[src/rtl/crc_pkg.sv]
package crc_pkg;

    localparam int WORD_BITS     = 20;
    localparam int WORDS_PER_DEV = 2;
    localparam int BIT_W         = 5;
    localparam logic [BIT_W-1:0] LAST_BIT = BIT_W'(WORD_BITS - 1);

    typedef enum logic [1:0] {
        ST_IDLE,
        ST_ARM,
        ST_WAIT,
        ST_SHIFT
    } crc_state_e;

    typedef enum logic {
        MODE_BEFORE = 1'b0,
        MODE_AFTER  = 1'b1
    } crc_mode_e;

    typedef struct packed {
        logic                 valid;
        logic [WORD_BITS-1:0] data;
    } crc_word_t;

    function automatic logic is_last_bit(input logic [BIT_W-1:0] b);
        return b == LAST_BIT;
    endfunction

endpackage

[src/rtl/crc_edges.sv]
module crc_edges (
    input  logic clk,
    input  logic rst,
    input  logic dvalid_n,
    input  logic conv,
    output logic dv_fall,
    output logic conv_tog
);
    logic dv_q;
    logic conv_q;

    always_ff @(posedge clk) begin
        if (rst) begin
            dv_q   <= 1'b1;
            conv_q <= 1'b0;
        end else begin
            dv_q   <= dvalid_n;
            conv_q <= conv;
        end
    end

    assign dv_fall  = dv_q & ~dvalid_n;
    assign conv_tog = conv_q ^ conv;
endmodule

[src/rtl/crc_bit_engine.sv]
module crc_bit_engine
    import crc_pkg::*;
#(
    parameter int DIV_W = 8,
    parameter int WC_W  = 5,
    parameter int AW    = 4
) (
    input  logic            clk,
    input  logic            rst,
    input  logic            start,
    input  logic            run,
    input  logic            halt,
    input  logic [DIV_W-1:0] half,
    input  logic [WC_W-1:0] last_word,
    input  logic            sdata,
    output logic            dclk,
    output logic            fin,
    output crc_word_t       wr,
    output logic [AW-1:0]   wr_addr
);
    localparam int PH_W = DIV_W + 1;

    logic [PH_W-1:0]      ph;
    logic [PH_W-1:0]      half_m1;
    logic [PH_W-1:0]      full_m1;
    logic [BIT_W-1:0]     bitc;
    logic [WC_W-1:0]      wordc;
    logic [WORD_BITS-1:0] sh;
    logic [WORD_BITS-1:0] nxt;

    assign half_m1 = {1'b0, half} - 1'b1;
    assign full_m1 = {half, 1'b0} - 1'b1;
    assign nxt     = {sh[WORD_BITS-2:0], sdata};
    assign fin     = run && (ph == full_m1) && is_last_bit(bitc) && (wordc == last_word);

    always_ff @(posedge clk) begin
        if (rst) begin
            ph      <= '0;
            bitc    <= '0;
            wordc   <= '0;
            sh      <= '0;
            dclk    <= 1'b0;
            wr      <= '0;
            wr_addr <= '0;
        end else begin
            wr.valid <= 1'b0;
            if (start) begin
                ph    <= '0;
                bitc  <= '0;
                wordc <= '0;
                dclk  <= 1'b0;
            end else if (run && !halt) begin
                if (ph == half_m1) begin
                    dclk <= 1'b1;
                    sh   <= nxt;
                    ph   <= ph + 1'b1;
                    if (is_last_bit(bitc)) begin
                        wr.valid <= 1'b1;
                        wr.data  <= nxt;
                        wr_addr  <= wordc[AW-1:0];
                    end
                end else if (ph == full_m1) begin
                    dclk <= 1'b0;
                    ph   <= '0;
                    if (is_last_bit(bitc)) begin
                        bitc  <= '0;
                        wordc <= wordc + 1'b1;
                    end else begin
                        bitc <= bitc + 1'b1;
                    end
                end else begin
                    ph <= ph + 1'b1;
                end
            end else begin
                dclk <= 1'b0;
            end
        end
    end
endmodule

[src/rtl/crc_result_mem.sv]
module crc_result_mem
    import crc_pkg::*;
#(
    parameter int AW = 4
) (
    input  logic                 clk,
    input  logic                 rst,
    input  crc_word_t            wr,
    input  logic [AW-1:0]        wr_addr,
    input  logic [AW-1:0]        rd_addr,
    output logic [WORD_BITS-1:0] rd_data
);
    localparam int DEPTH = 1 << AW;

    logic [WORD_BITS-1:0] mem [DEPTH];

    always_ff @(posedge clk) begin
        if (rst) begin
            for (int i = 0; i < DEPTH; i++) begin
                mem[i] <= '0;
            end
        end else if (wr.valid) begin
            mem[wr_addr] <= wr.data;
        end
    end

    assign rd_data = mem[rd_addr];
endmodule

[src/rtl/chain_readout_ctrl.sv]
module chain_readout_ctrl
    import crc_pkg::*;
#(
    parameter int MAX_DEV = 8,
    parameter int DIV_W   = 8,
    parameter int WIN_W   = 24,
    localparam int DEV_W  = $clog2(MAX_DEV + 1),
    localparam int AW     = $clog2(WORDS_PER_DEV * MAX_DEV)
) (
    input  logic                 clk,
    input  logic                 rst,
    input  logic                 cfg_mode,
    input  logic [DEV_W-1:0]     cfg_dev_count,
    input  logic [DIV_W-1:0]     cfg_clk_div,
    input  logic [WIN_W-1:0]     cfg_pre_wait,
    input  logic [WIN_W-1:0]     cfg_window,
    input  logic                 dvalid_n,
    input  logic                 conv,
    input  logic                 sdata,
    output logic                 xmit_n,
    output logic                 dclk,
    output logic                 done,
    output logic                 overrun,
    input  logic [AW-1:0]        rd_addr,
    output logic [WORD_BITS-1:0] rd_data
);
    localparam int WC_W = DEV_W + 1;

    crc_state_e       state;
    crc_mode_e        mode_lat;
    logic [DEV_W-1:0] n_lat;
    logic [DIV_W-1:0] h_lat;
    logic [WIN_W-1:0] cnt;
    logic [WIN_W-1:0] wcnt;

    logic             dv_fall;
    logic             conv_tog;
    logic             fin;
    logic             active;
    logic             ext_abort;
    logic             abort;
    logic             start;
    logic [DEV_W-1:0] n_eff;
    logic [DIV_W-1:0] h_eff;
    logic [WC_W-1:0]  last_word;
    crc_word_t        wr;
    logic [AW-1:0]    wr_addr;

    crc_edges u_edges (
        .clk      (clk),
        .rst      (rst),
        .dvalid_n (dvalid_n),
        .conv     (conv),
        .dv_fall  (dv_fall),
        .conv_tog (conv_tog)
    );

    assign n_eff     = (cfg_dev_count > DEV_W'(MAX_DEV)) ? DEV_W'(MAX_DEV) : cfg_dev_count;
    assign h_eff     = (cfg_clk_div == '0) ? DIV_W'(1) : cfg_clk_div;
    assign last_word = {n_lat, 1'b0} - 1'b1;

    assign active    = (state == ST_WAIT) || (state == ST_SHIFT);
    assign ext_abort = (mode_lat == MODE_AFTER) ? dv_fall : conv_tog;
    assign abort     = active && !fin && ((wcnt == '0) || ext_abort);
    assign start     = (state == ST_WAIT) && (cnt == '0) && !abort;

    always_ff @(posedge clk) begin
        if (rst) begin
            state    <= ST_IDLE;
            mode_lat <= MODE_BEFORE;
            n_lat    <= '0;
            h_lat    <= DIV_W'(1);
            cnt      <= '0;
            wcnt     <= '0;
            xmit_n   <= 1'b1;
            done     <= 1'b0;
            overrun  <= 1'b0;
        end else begin
            done    <= 1'b0;
            overrun <= 1'b0;
            unique case (state)
                ST_IDLE: begin
                    if (dv_fall && (n_eff != '0)) begin
                        mode_lat <= crc_mode_e'(cfg_mode);
                        n_lat    <= n_eff;
                        h_lat    <= h_eff;
                        cnt      <= cfg_pre_wait;
                        wcnt     <= cfg_window;
                        state    <= cfg_mode ? ST_ARM : ST_WAIT;
                    end
                end
                ST_ARM: begin
                    if (conv_tog) begin
                        state <= ST_WAIT;
                    end
                end
                ST_WAIT: begin
                    if (abort) begin
                        state   <= ST_IDLE;
                        overrun <= 1'b1;
                    end else begin
                        wcnt <= wcnt - 1'b1;
                        if (cnt == '0) begin
                            state  <= ST_SHIFT;
                            xmit_n <= 1'b0;
                        end else begin
                            cnt <= cnt - 1'b1;
                        end
                    end
                end
                ST_SHIFT: begin
                    if (fin) begin
                        state  <= ST_IDLE;
                        xmit_n <= 1'b1;
                        done   <= 1'b1;
                    end else if (abort) begin
                        state   <= ST_IDLE;
                        xmit_n  <= 1'b1;
                        overrun <= 1'b1;
                    end else begin
                        wcnt <= wcnt - 1'b1;
                    end
                end
                default: state <= ST_IDLE;
            endcase
        end
    end

    crc_bit_engine #(
        .DIV_W (DIV_W),
        .WC_W  (WC_W),
        .AW    (AW)
    ) u_engine (
        .clk       (clk),
        .rst       (rst),
        .start     (start),
        .run       (state == ST_SHIFT),
        .halt      (abort),
        .half      (h_lat),
        .last_word (last_word),
        .sdata     (sdata),
        .dclk      (dclk),
        .fin       (fin),
        .wr        (wr),
        .wr_addr   (wr_addr)
    );

    crc_result_mem #(
        .AW (AW)
    ) u_mem (
        .clk     (clk),
        .rst     (rst),
        .wr      (wr),
        .wr_addr (wr_addr),
        .rd_addr (rd_addr),
        .rd_data (rd_data)
    );
endmodule

[config.mk]
export PLATFORM = sky130hd
export DESIGN_NAME = chain_readout_ctrl
export DESIGN_NICKNAME = d
export VERILOG_FILES = /design/src/rtl/crc_pkg.sv /design/src/rtl/crc_edges.sv /design/src/rtl/crc_bit_engine.sv /design/src/rtl/crc_result_mem.sv /design/src/rtl/chain_readout_ctrl.sv
export SDC_FILE = /design/constraint.sdc
export NUM_CORES = 1
export LEC_CHECK = 0
export ABC_CLOCK_PERIOD_IN_PS = 3300
export BUFFER_PORTS_ARGS = -buffer_cell sky130_fd_sc_hd__buf_2
export CORE_MARGIN = 4
export CORE_UTILIZATION = 60
export CTS_CLUSTER_DIAMETER = 30
export DETAILED_ROUTE_END_ITERATION = 16
export HOLD_SLACK_MARGIN = 0.02
export MAX_ROUTING_LAYER = met4
export PLACE_DENSITY = 0.78
export SLEW_MARGIN = 20
export SYNTH_ARGS = -nofsm -noshare
export SYNTH_HDL_FRONTEND = slang
export SYNTH_SLANG_ARGS = --single-unit
[constraint.sdc]
create_clock -name clk -period 3.3 [get_ports clk]
set_clock_uncertainty 0.2 [all_clocks]
set_input_delay 0.33 -clock clk [delete_from_list [all_inputs] [get_ports clk]]
set_output_delay 0.33 -clock clk [all_outputs]
set_load 0.03 [all_outputs]
==> key figures, run 1 <==
Timing
  • Slew Limit Headroom: between 40% and 50%
  • TNS Setup: 0 ns
  • Highest clock rate: around 330 MHz
  • Setup WS post-layout: 0.257 ns
  • Fin crit period: ~3.0 ns
  • RSZ-0062 raised after global routing: false
  • Final Setup Violations: 0
  • Hold Slack: roughly 0.28 ns
  • Hold Vio Cnt, Final: 0
  • Slew @ Worst Pin: 0.783 ns
  • Final Max Slew Viols: 0
  • Final period util: a little over 90%

Critical path
  • Crit-path max FO: 34
  • WP data required: ~3.6 ns
  • Kind of critical path: flip-flop to flip-flop
  • Critical path endpoint category: flip-flop
  • Arr. time, crit path: roughly 3.3 ns
  • Nature of the critical path startpoint: flip-flop

Yosys
  • Ys Warns: 0
  • Post-synth top flop: edfxtp_1
  • #FFs+latches synth: around 450
  • Cell variety after synth: 67
  • Asr flop ratio synth: 0%
  • Post-Synth XOR/XNOR Area: about 1.4%
  • Post-synth EDFFs: between 300 and 400
  • Adder-Cell Fraction of Synth Area: 0.409%
  • Mapped Nets: approximately 1,800
  • Synthesized area: 21,400 um^2
  • Synth Area in Compound Gates: 8.78%
  • Synthesized area per cell: ~12 um^2
  • Post-synthesis mux area share: 11.0%
  • Synth Instances: roughly 1,800
  • Sequential-to-total area share from yosys stat: between 50 and 60%
  • Simple-gate share of the synthesized area: around 18%
  • Largest family of logic cells by synthesized area: simple AND/OR/NAND/NOR gates

Drt
  • Via/cell ratio: 6.21
  • DR pass1 iterations: 5
  • DRC violations left: 0
  • Routed WL: roughly 52,000 um
  • Routed Antenna Nets: 0
  • Avg WL per Cell: between 20 and 25 um
  • Via count: approximately 15,000
  • Initial DRC count: about 1,500

Clocking
  • Post-CTS setup buffer count: 0
  • Root Driver: clkbuf_16
  • CTS buffer count: 90
  • Maximum clock insertion buffer count: 3
  • CTS sink count: between 400 and 500
  • Htree depth: 3
  • Clock latency on the worst-skew pair: around 0.59 ns
  • Clk slew on worst S/H paths: approximately 0.04 ns
  • TritonCTS clock tree: built

Global routing
  • Largest net degree at the start of global routing: between 100 and 150
  • Overall Global Routing Usage: between 20% and 30%
  • First-pass GRT wire length: ~85,000 um
  • Remaining global-route overflow: 0
  • Vias in the first global route: 15,500
  • Initial antenna violation count: 0

Cells and area
  • Commonest non-fill, non-tap cells in the layout: and2_1 (324), edfxtp_1 (320), dfxtp_1 (131)
  • Final instance area: between 20,000 and 30,000 um^2
  • Layout cells sized above 1: about 22%
  • Ant diodes: 0
  • Area Overhead vs Synth: 21.8%
  • Post-layout nets: 1,996
  • Commonest non-fill, non-tap cell in the layout: and2_1
  • Post-layout util: roughly three quarters

Flow run
  • Maxcap violations: 0

Placement
  • Post-DP Area: 22,400 um^2
  • GPL Wtd Cong: ~0.87
  • Post-detail-place hpwl: 31,200 um
  • Pre-CTS setup slack: 0.0831 ns
  • Port bufs: 93

Floorplan
  • Site Rows: 68
  • Initial Util: 61.4%
  • Total die area: 38,800 um^2
  • Core Area: 34,900 um^2
  • Die Wd: 197 um
  • # IOs: between 90 and 100
  • Die Height: 197 um

Hold path
  • Worst min path class: flip-flop to flip-flop

Power
  • Peak VDD IR: 0.600 mV
  • Leak: 9.33 nW
  • Power per cell area: about 660 nW/um^2

Run status
  • Status: finished clean
flip-flops by register name, summed over array words and instances, names as in the netlist, 2 cells and up:
name              flops
u_engine.sh          19
u_engine.ph           9
n_lat                 4
u_mem.mem           320
state                 2
u_engine.wr_addr      4
u_engine.wordc        5
h_lat                 8
u_engine.wr          21
cnt                  24
u_engine.bitc         5
wcnt                 24
synth_stat cells (3+ instances only):
master    instances  area, um^2
a211oi_1         24         180
a21o_1           10        75.1
a21oi_1         121         606
a221oi_1          6        52.6
a31oi_1           3        18.8
and2_1          325        2030
and3_1            5        31.3
and4_1            5        43.8
buf_1            11        41.3
buf_2             8        40.0
clkbuf_1        125         469
dfxtp_1         132        2640
edfxtp_1        320        9610
ha_1              7        87.6
inv_1            22        82.6
mux2i_1          10         100
mux4_2          100        2250
nand2_1          71         267
nand2b_1          5        31.3
nand3_1          49         245
nand3b_1          4        30.0
nand4_1          29         181
nor2_1           66         248
nor2b_1           5        31.3
nor3_1           29         145
nor3b_1           4        30.0
nor4_1           12        75.1
o21a_1            3        22.5
o21ai_0         104         521
o21ai_1           4        20.0
o22ai_1           8        50.1
o31a_1            3        26.3
o31ai_1          16         120
o32ai_1           3        26.3
or2_2            21         131
or3_1            15        93.8
or4_1            18         135
xnor2_1          14         123
xnor3_1           4        90.1
xor2_1            8        70.1
layout make-up:
cell class | count | area [um^2]
clock buffer | 97 | 2300
multi-input combinational | 1144 | 8570
tap | 455 | 569
sequential | 452 | 12300
fill | 2091 | 8790
inverter | 22 | 82.6
clock inverter | 69 | 721
timing repair buffer | 209 | 1610
routing by layer:
metal	wire length, um	up-vias	global-route usage, %
met5	0	-	-
met4	1220	0	8.63
met3	3980	108	5.11
met2	26900	742	47.1
met1	20200	7476	35.6
li1	-	6877	-
final timing paths:
path             from        to  slack (ns)  depth (start not counted)
min          wcnt[22]  wcnt[22]        0.28                          2
min reg2reg  wcnt[22]  wcnt[22]        0.28                          2
max reg2reg   cnt[14]    cnt[9]        0.26                          7
max           cnt[14]    cnt[9]        0.26                          7
power breakdown:
group | total [mW] | internal [mW] | leakage, nW | switching, mW
Clock | 8.84 | 5.79 | 1.43 | 3.06
Combinational | 1.74 | 0.706 | 3.78 | 1.03
Sequential | 6.54 | 6.37 | 4.12 | 0.175
critical path, stage by stage, from the launching register on:
cell and delay [ns]:
dfxtp_1 0.33, or3_1 0.44, or4_1 0.48, nor4_1 0.55, o21ai_1 0.15, a21boi_2 0.18
buf_4 0.24, a211oi_1 0.34
logic make-up after synthesis:
group,after synthesis
AOI/OAI and AO/OA,324
xor gates and xnor gates,27
adders and majority gates,7
buffers and inverters,168
DFF,452
muxes,111
and+or+nand+nor,675
per-stage QoR:
stage          cells  total power [mW]
6_report        2448              17.1
4_1_cts         2448              17.1
5_1_grt         2448              17.7
2_1_floorplan   1764              7.74
3_5_place_dp    2217              8.25
3_3_place_gp    2217              8.19
timing repair:
item,4_1_cts,5_1_grt
gates resized for setup,0,6
setup endpoints to repair,0,32
hold buffers,65,0
hold endpoints to repair,78,0
Power figures use the tool's default switching activity.
==> run 2, diff against run 1 <==
CORE_MARGIN = 1   (was 4)
SLEW_MARGIN = not set   (was 20)
==> run 2 against run 1 <==
  * Critical endpoint is now u_engine.ph[2]
  * Clock-buffer cell count rose by 6
  * Core utilization rose by 0.32 points
  * Routed wire length rose by 1.3%
  * Worst hold slack got worse by 0.049 ns
  * Critical path type unchanged
  * Combinational power barely moved
  * Setup slack got worse by 0.075 ns
==> key figures, run 2 (synthesis gave the netlist of run 1 again) <==
Placement
  • Post-detail-place hpwl: roughly 31,000 um
  • GPL Wtd Cong: a little under 0.9
  • Port bufs: 93
  • Inst Count DP: approximately 2,200
  • Post-DP Area: around 22,000 um^2
  • Pre-CTS setup slack: 0.0949 ns

Drt
  • Via/cell ratio: around 6.2
  • Routed WL: around 53,000 um
  • Initial DRC count: 1,411
  • DRC violations left: 0
  • DR pass1 iterations: 7
  • Avg WL per Cell: 21.7 um
  • Via count: roughly 15,000
  • Routed Antenna Nets: 0

Hold path
  • Worst min path class: input pin to flip-flop
  • Worst Hold Path EP: u_engine.sh[0]
  • Hold_sp: rst
  • Hold depth: 3

Clocking
  • Clk slew on worst S/H paths: around 0.05 ns
  • Htree depth: 3
  • CTS sink count: between 400 and 500
  • CTS buffer count: 89
  • Clock latency on the worst-skew pair: 0.60 ns
  • Maximum clock insertion buffer count: 3
  • TritonCTS clock tree: built
  • Root Driver: clkbuf_16

Floorplan
  • Initial Util: 61.6%
  • Die Height: 191 um
  • # IOs: 94
  • Site Rows: 68
  • Total die area: 36,500 um^2
  • Core Area: roughly 35,000 um^2
  • Die Wd: around 190 um

Timing
  • TNS Setup: 0 ns
  • RSZ-0062 raised after global routing: false
  • Slew Limit Headroom: a little under half
  • Final Setup Violations: 0
  • Highest clock rate: about 320 MHz
  • Setup WS post-layout: between 0.15 and 0.2 ns
  • Final Max Slew Viols: 0
  • Slew @ Worst Pin: ~0.8 ns
  • Fin crit period: around 3.1 ns
  • Final period util: 94.5%
  • Hold Slack: between 0.2 and 0.25 ns
  • Hold Vio Cnt, Final: 0

Critical path
  • WP buf/inv: 1
  • WP data required: 3.60 ns
  • Largest stage delay, worst path: roughly 0.54 ns
  • Arr. time, crit path: ~3.4 ns
  • R2r endpoint: u_engine.ph[2]
  • Nature of the critical path startpoint: flip-flop
  • Reg2reg path depth: 8
  • Crit-path max FO: 21
  • Setup slack, reg-to-reg: 0.18 ns
  • Worst R2R Start: h_lat[0]
  • Family with the most delay on the worst path: simple AND/OR/NAND/NOR gates
  • Kind of critical path: flip-flop to flip-flop
  • Critical path endpoint category: flip-flop
  • Crit-path cells: or4_1 > nor2_1 > xnor3_1 > and4_1 > a31oi_2 > buf_4 > o21ai_0 > a211oi_1
  • Crit path max-delay cell type: or4_1

Cells and area
  • Top Registers: u_mem.mem (320), cnt (24), wcnt (24)
  • Most flops, register: u_mem.mem
  • Commonest non-fill, non-tap cell in the layout: and2_1
  • Post-layout util: between 70% and 80%
  • Post-layout nets: ~2,000
  • Commonest non-fill, non-tap cells in the layout: and2_1 (324), edfxtp_1 (320), dfxtp_1 (132)
  • Final instance area: about 26,000 um^2
  • Non-Filler Instances: 2,442
  • Layout cells sized above 1: between 20 and 25%
  • Area Overhead vs Synth: 22.1%
  • Ant diodes: 0
  • Number of flip-flops in the largest register: 320

Power
  • Leak: 9.40 nW
  • Peak VDD IR: 0.595 mV
  • Power per cell area: 672 nW/um^2
  • Total power: approximately 18 mW

Global routing
  • Initial antenna violation count: 0
  • Vias in the first global route: ~15,000
  • First-pass GRT wire length: approximately 84,000 um
  • Largest net degree at the start of global routing: 81
  • Overall Global Routing Usage: between 30% and 40%
  • Remaining global-route overflow: 0

Flow run
  • Maxcap violations: 0

Run status
  • Status: finished clean
==> run 2: tightest hold or removal path: stages <==
cell,delay (ns)
buf_4,0.17
buf_4,0.31
a21oi_1,0.17
==> run 2: worst max-delay path by stage <==
| stage | from | endpoint | slack (ns) | cells past startpoint |
|---|---|---|---|---|
| 2_1_floorplan | h_lat[0] | u_engine.wordc[4] | 0.34 | 11 |
| 3_3_place_gp | h_lat[0] | u_engine.wordc[3] | 0.23 | 9 |
| 3_5_place_dp | wcnt[0] | u_engine.wr[13] | 0.09 | 10 |
| 4_1_cts | wcnt[0] | u_engine.wr[10] | 0.03 | 10 |
| 5_1_grt | wcnt[0] | u_engine.ph[2] | 0.005 | 10 |
| 6_report | h_lat[0] | u_engine.ph[2] | 0.18 | 8 |
==> run 2: area by class of cell <==
class	instances	area, um^2
sequential	452	12300
fill	2068	8650
multi-input combinational	1144	8580
clock buffer	103	2350
timing repair buffer	205	1540
clock inverter	61	772
tap	455	569
inverter	22	82.6
==> run 2: report_power, final <==
part | internal, mW | switching, mW
Combinational | 0.704 | 1.02
Clock | 6.28 | 3.02
Sequential | 6.37 | 0.172
==> run 2: timing repair <==
item / 4_1_cts / 5_1_grt
buffers inserted: 0 / 0
hold buffers: 64 / 0
endpoints found under the setup margin: 0 / 82
hold endpoints to repair: 67 / 0
gates resized for setup: 0 / 9
==> run 2: routing by layer <==
metal / vias up / wire, um / GRT usage (%)
met5: - / 0 / -
met4: 0 / 1210 / 10.0
met3: 109 / 3790 / 5.42
li1: 6867 / - / -
met1: 7563 / 20900 / 37.8
met2: 680 / 27100 / 51.7
==> run 3, diff against run 2 <==
CORE_UTILIZATION = 38   (was 60)
CTS_CLUSTER_DIAMETER = not set   (was 30)
PLACE_DENSITY = not set   (was 0.78)
==> run 3 against run 2 <==
  * Clock power down 43%
  * Non-clock buffer count up 5
  * Worst hold slack better by 0.044 ns
  * Largest cell class unchanged
==> key figures, run 3 (synthesis gave the netlist of run 1 again) <==
Power
  • Leak: between 8 and 9 nW
  • Net switching power: about 3.5 mW
  • Power per cell area: 543 nW/um^2
  • Switching share of total power: about a quarter
  • Total power: 13.6 mW
  • Clock share of power: about two fifths
  • Peak VDD IR: around 0.37 mV
  • Sequential fraction of design power: 48.0%
  • Internal: a little over 10 mW
  • Comb pwr share: 12.7%

Run status
  • Status: finished clean

Cells and area
  • Commonest non-fill, non-tap cell in the layout: and2_1
  • Commonest non-fill, non-tap cells in the layout: and2_1 (324), edfxtp_1 (320), dfxtp_1 (132)
  • Layout cells sized above 1: a little under a fifth
  • Most flops, register: u_mem.mem
  • Number of flip-flops in the largest register: between 300 and 400
  • Final instance area: approximately 25,000 um^2
  • Post-layout nets: slightly below 2,000
  • Area Overhead vs Synth: 16.6%
  • Top Registers: u_mem.mem (320), cnt (24), wcnt (24)
  • # fillers: between 4,000 and 5,000

Timing
  • Final Setup Violations: 0
  • Slew @ Worst Pin: approximately 0.94 ns
  • Hold Vio Cnt, Final: 0
  • Highest clock rate: 326 MHz
  • RSZ-0062 raised after global routing: false
  • Fin crit period: just over 3 ns
  • Slew Limit Headroom: 37.6%
  • Final Max Slew Viols: 0
  • TNS Setup: 0 ns
  • Final period util: between 90% and 100%

Critical path
  • Crit. Startpoint: wcnt[0]
  • Nature of the critical path startpoint: flip-flop
  • Critical path endpoint category: flip-flop
  • Arr. time, crit path: roughly 3.4 ns
  • Setup slack, reg-to-reg: approximately 0.23 ns
  • Worst R2R Start: wcnt[0]
  • Kind of critical path: flip-flop to flip-flop
  • Crit-path max FO: 26
  • WP data required: about 3.6 ns

Floorplan
  • Die Wd: between 200 and 250 um
  • # IOs: 94
  • Initial Util: around two fifths
  • Site Rows: 86
  • Die Height: ~240 um
  • Total die area: between 50,000 and 60,000 um^2
  • Core Area: approximately 55,000 um^2

Placement
  • GPL Wtd Cong: about 0.84
  • Post-detail-place hpwl: 33,000 um
  • Post-DP Area: between 20,000 and 25,000 um^2
  • Port bufs: 93

Clocking
  • TritonCTS clock tree: built
  • Root Driver: clkbuf_16
  • Clk slew on worst S/H paths: roughly 0.06 ns
  • Post-CTS setup buffer count: 0
  • Maximum clock insertion buffer count: 3
  • Htree depth: 2
  • Clock latency on the worst-skew pair: about 0.6 ns
  • CTS sink count: about 450
  • CTS buffer count: 49

Global routing
  • Remaining global-route overflow: 0
  • Overall Global Routing Usage: between 15 and 20%
  • Vias in the first global route: about 15,000
  • Largest net degree at the start of global routing: 85
  • Initial antenna violation count: 2
  • First-pass GRT wire length: 83,800 um

Drt
  • Via count: between 10,000 and 15,000
  • DR pass1 iterations: 5
  • Routed Antenna Nets: 0
  • Initial DRC count: ~1,100
  • Via/cell ratio: 5.44
  • Avg WL per Cell: just under 20 um
  • DRC violations left: 0
  • Routed WL: around 53,000 um

Hold path
  • Hold_sp: u_engine.sh[18]
  • Worst min path class: flip-flop to flip-flop

Flow run
  • Maxcap violations: 0
-- run 3: power by group through the flow --
stage	clock [mW]	sequential (mW)	combinational, mW
5_1_grt	5.65	6.54	1.88
2_1_floorplan	0	6.57	1.16
3_3_place_gp	0	6.61	1.64
4_1_cts	5.45	6.51	1.73
3_5_place_dp	0	6.63	1.66
6_report	5.34	6.51	1.72
-- run 3: path summary, 6_finish.rpt --
check | end | depth (start not counted)
setup / recovery | u_engine.ph[5] | 10
hold / removal | u_engine.wr[19] | 2
setup reg to reg | u_engine.ph[5] | 10
hold reg to reg | u_engine.wr[19] | 2
-- run 3: repair_timing --
item	CTS	global route
resized for setup	0	4
setup endpoints to repair	0	18
endpoints found under the hold margin	78	0
hold buffers	65	0
-- run 3: per-layer routing --
metal | vias up | part of all wire, % | global-route usage (%)
li1 | 6776 | - | -
met1 | 7238 | 44 | 24.9
met2 | 385 | 49 | 32.1
met3 | 79 | 5.0 | 3.20
met4 | 0 | 1.9 | 5.05
met5 | - | 0 | -
-- run 3: critical path, cell delays in order, from the launching register on --
cell	delay, ns
dfxtp_1	0.32
inv_1	0.09
ha_1	0.29
nor4b_1	0.30
and4_1	0.35
a21o_1	0.29
nand2_1	0.17
a21oi_2	0.34
buf_4	0.33
o31ai_1	0.11
a211oi_1	0.19
-- run 3: layout make-up --
type,instances,area (um^2),area share [%]
multi-input cells,1144,8580,34.3
inverters,22,82.6,0.331
clock buffers,67,1320,5.30
flip-flops and latches,452,12300,49.0
well taps,748,936,3.75
clock inverters,17,193,0.771
repair buffers,210,1610,6.46
diodes,2,5.00,0.0200
-- run 3: stage by stage --
stage                     utilization [%]  hold slack [ns]  setup slack [ns]  instances
after detailed placement             41.1            0.267             0.192       2511
after global routing                 45.1            0.291          0.000292       2662
final                                45.1            0.274             0.232       2662
after global placement               41.1            0.263             0.297       2511
after floorplan                         -            0.237             0.339       1764
after CTS                            45.1            0.258             0.179       2660
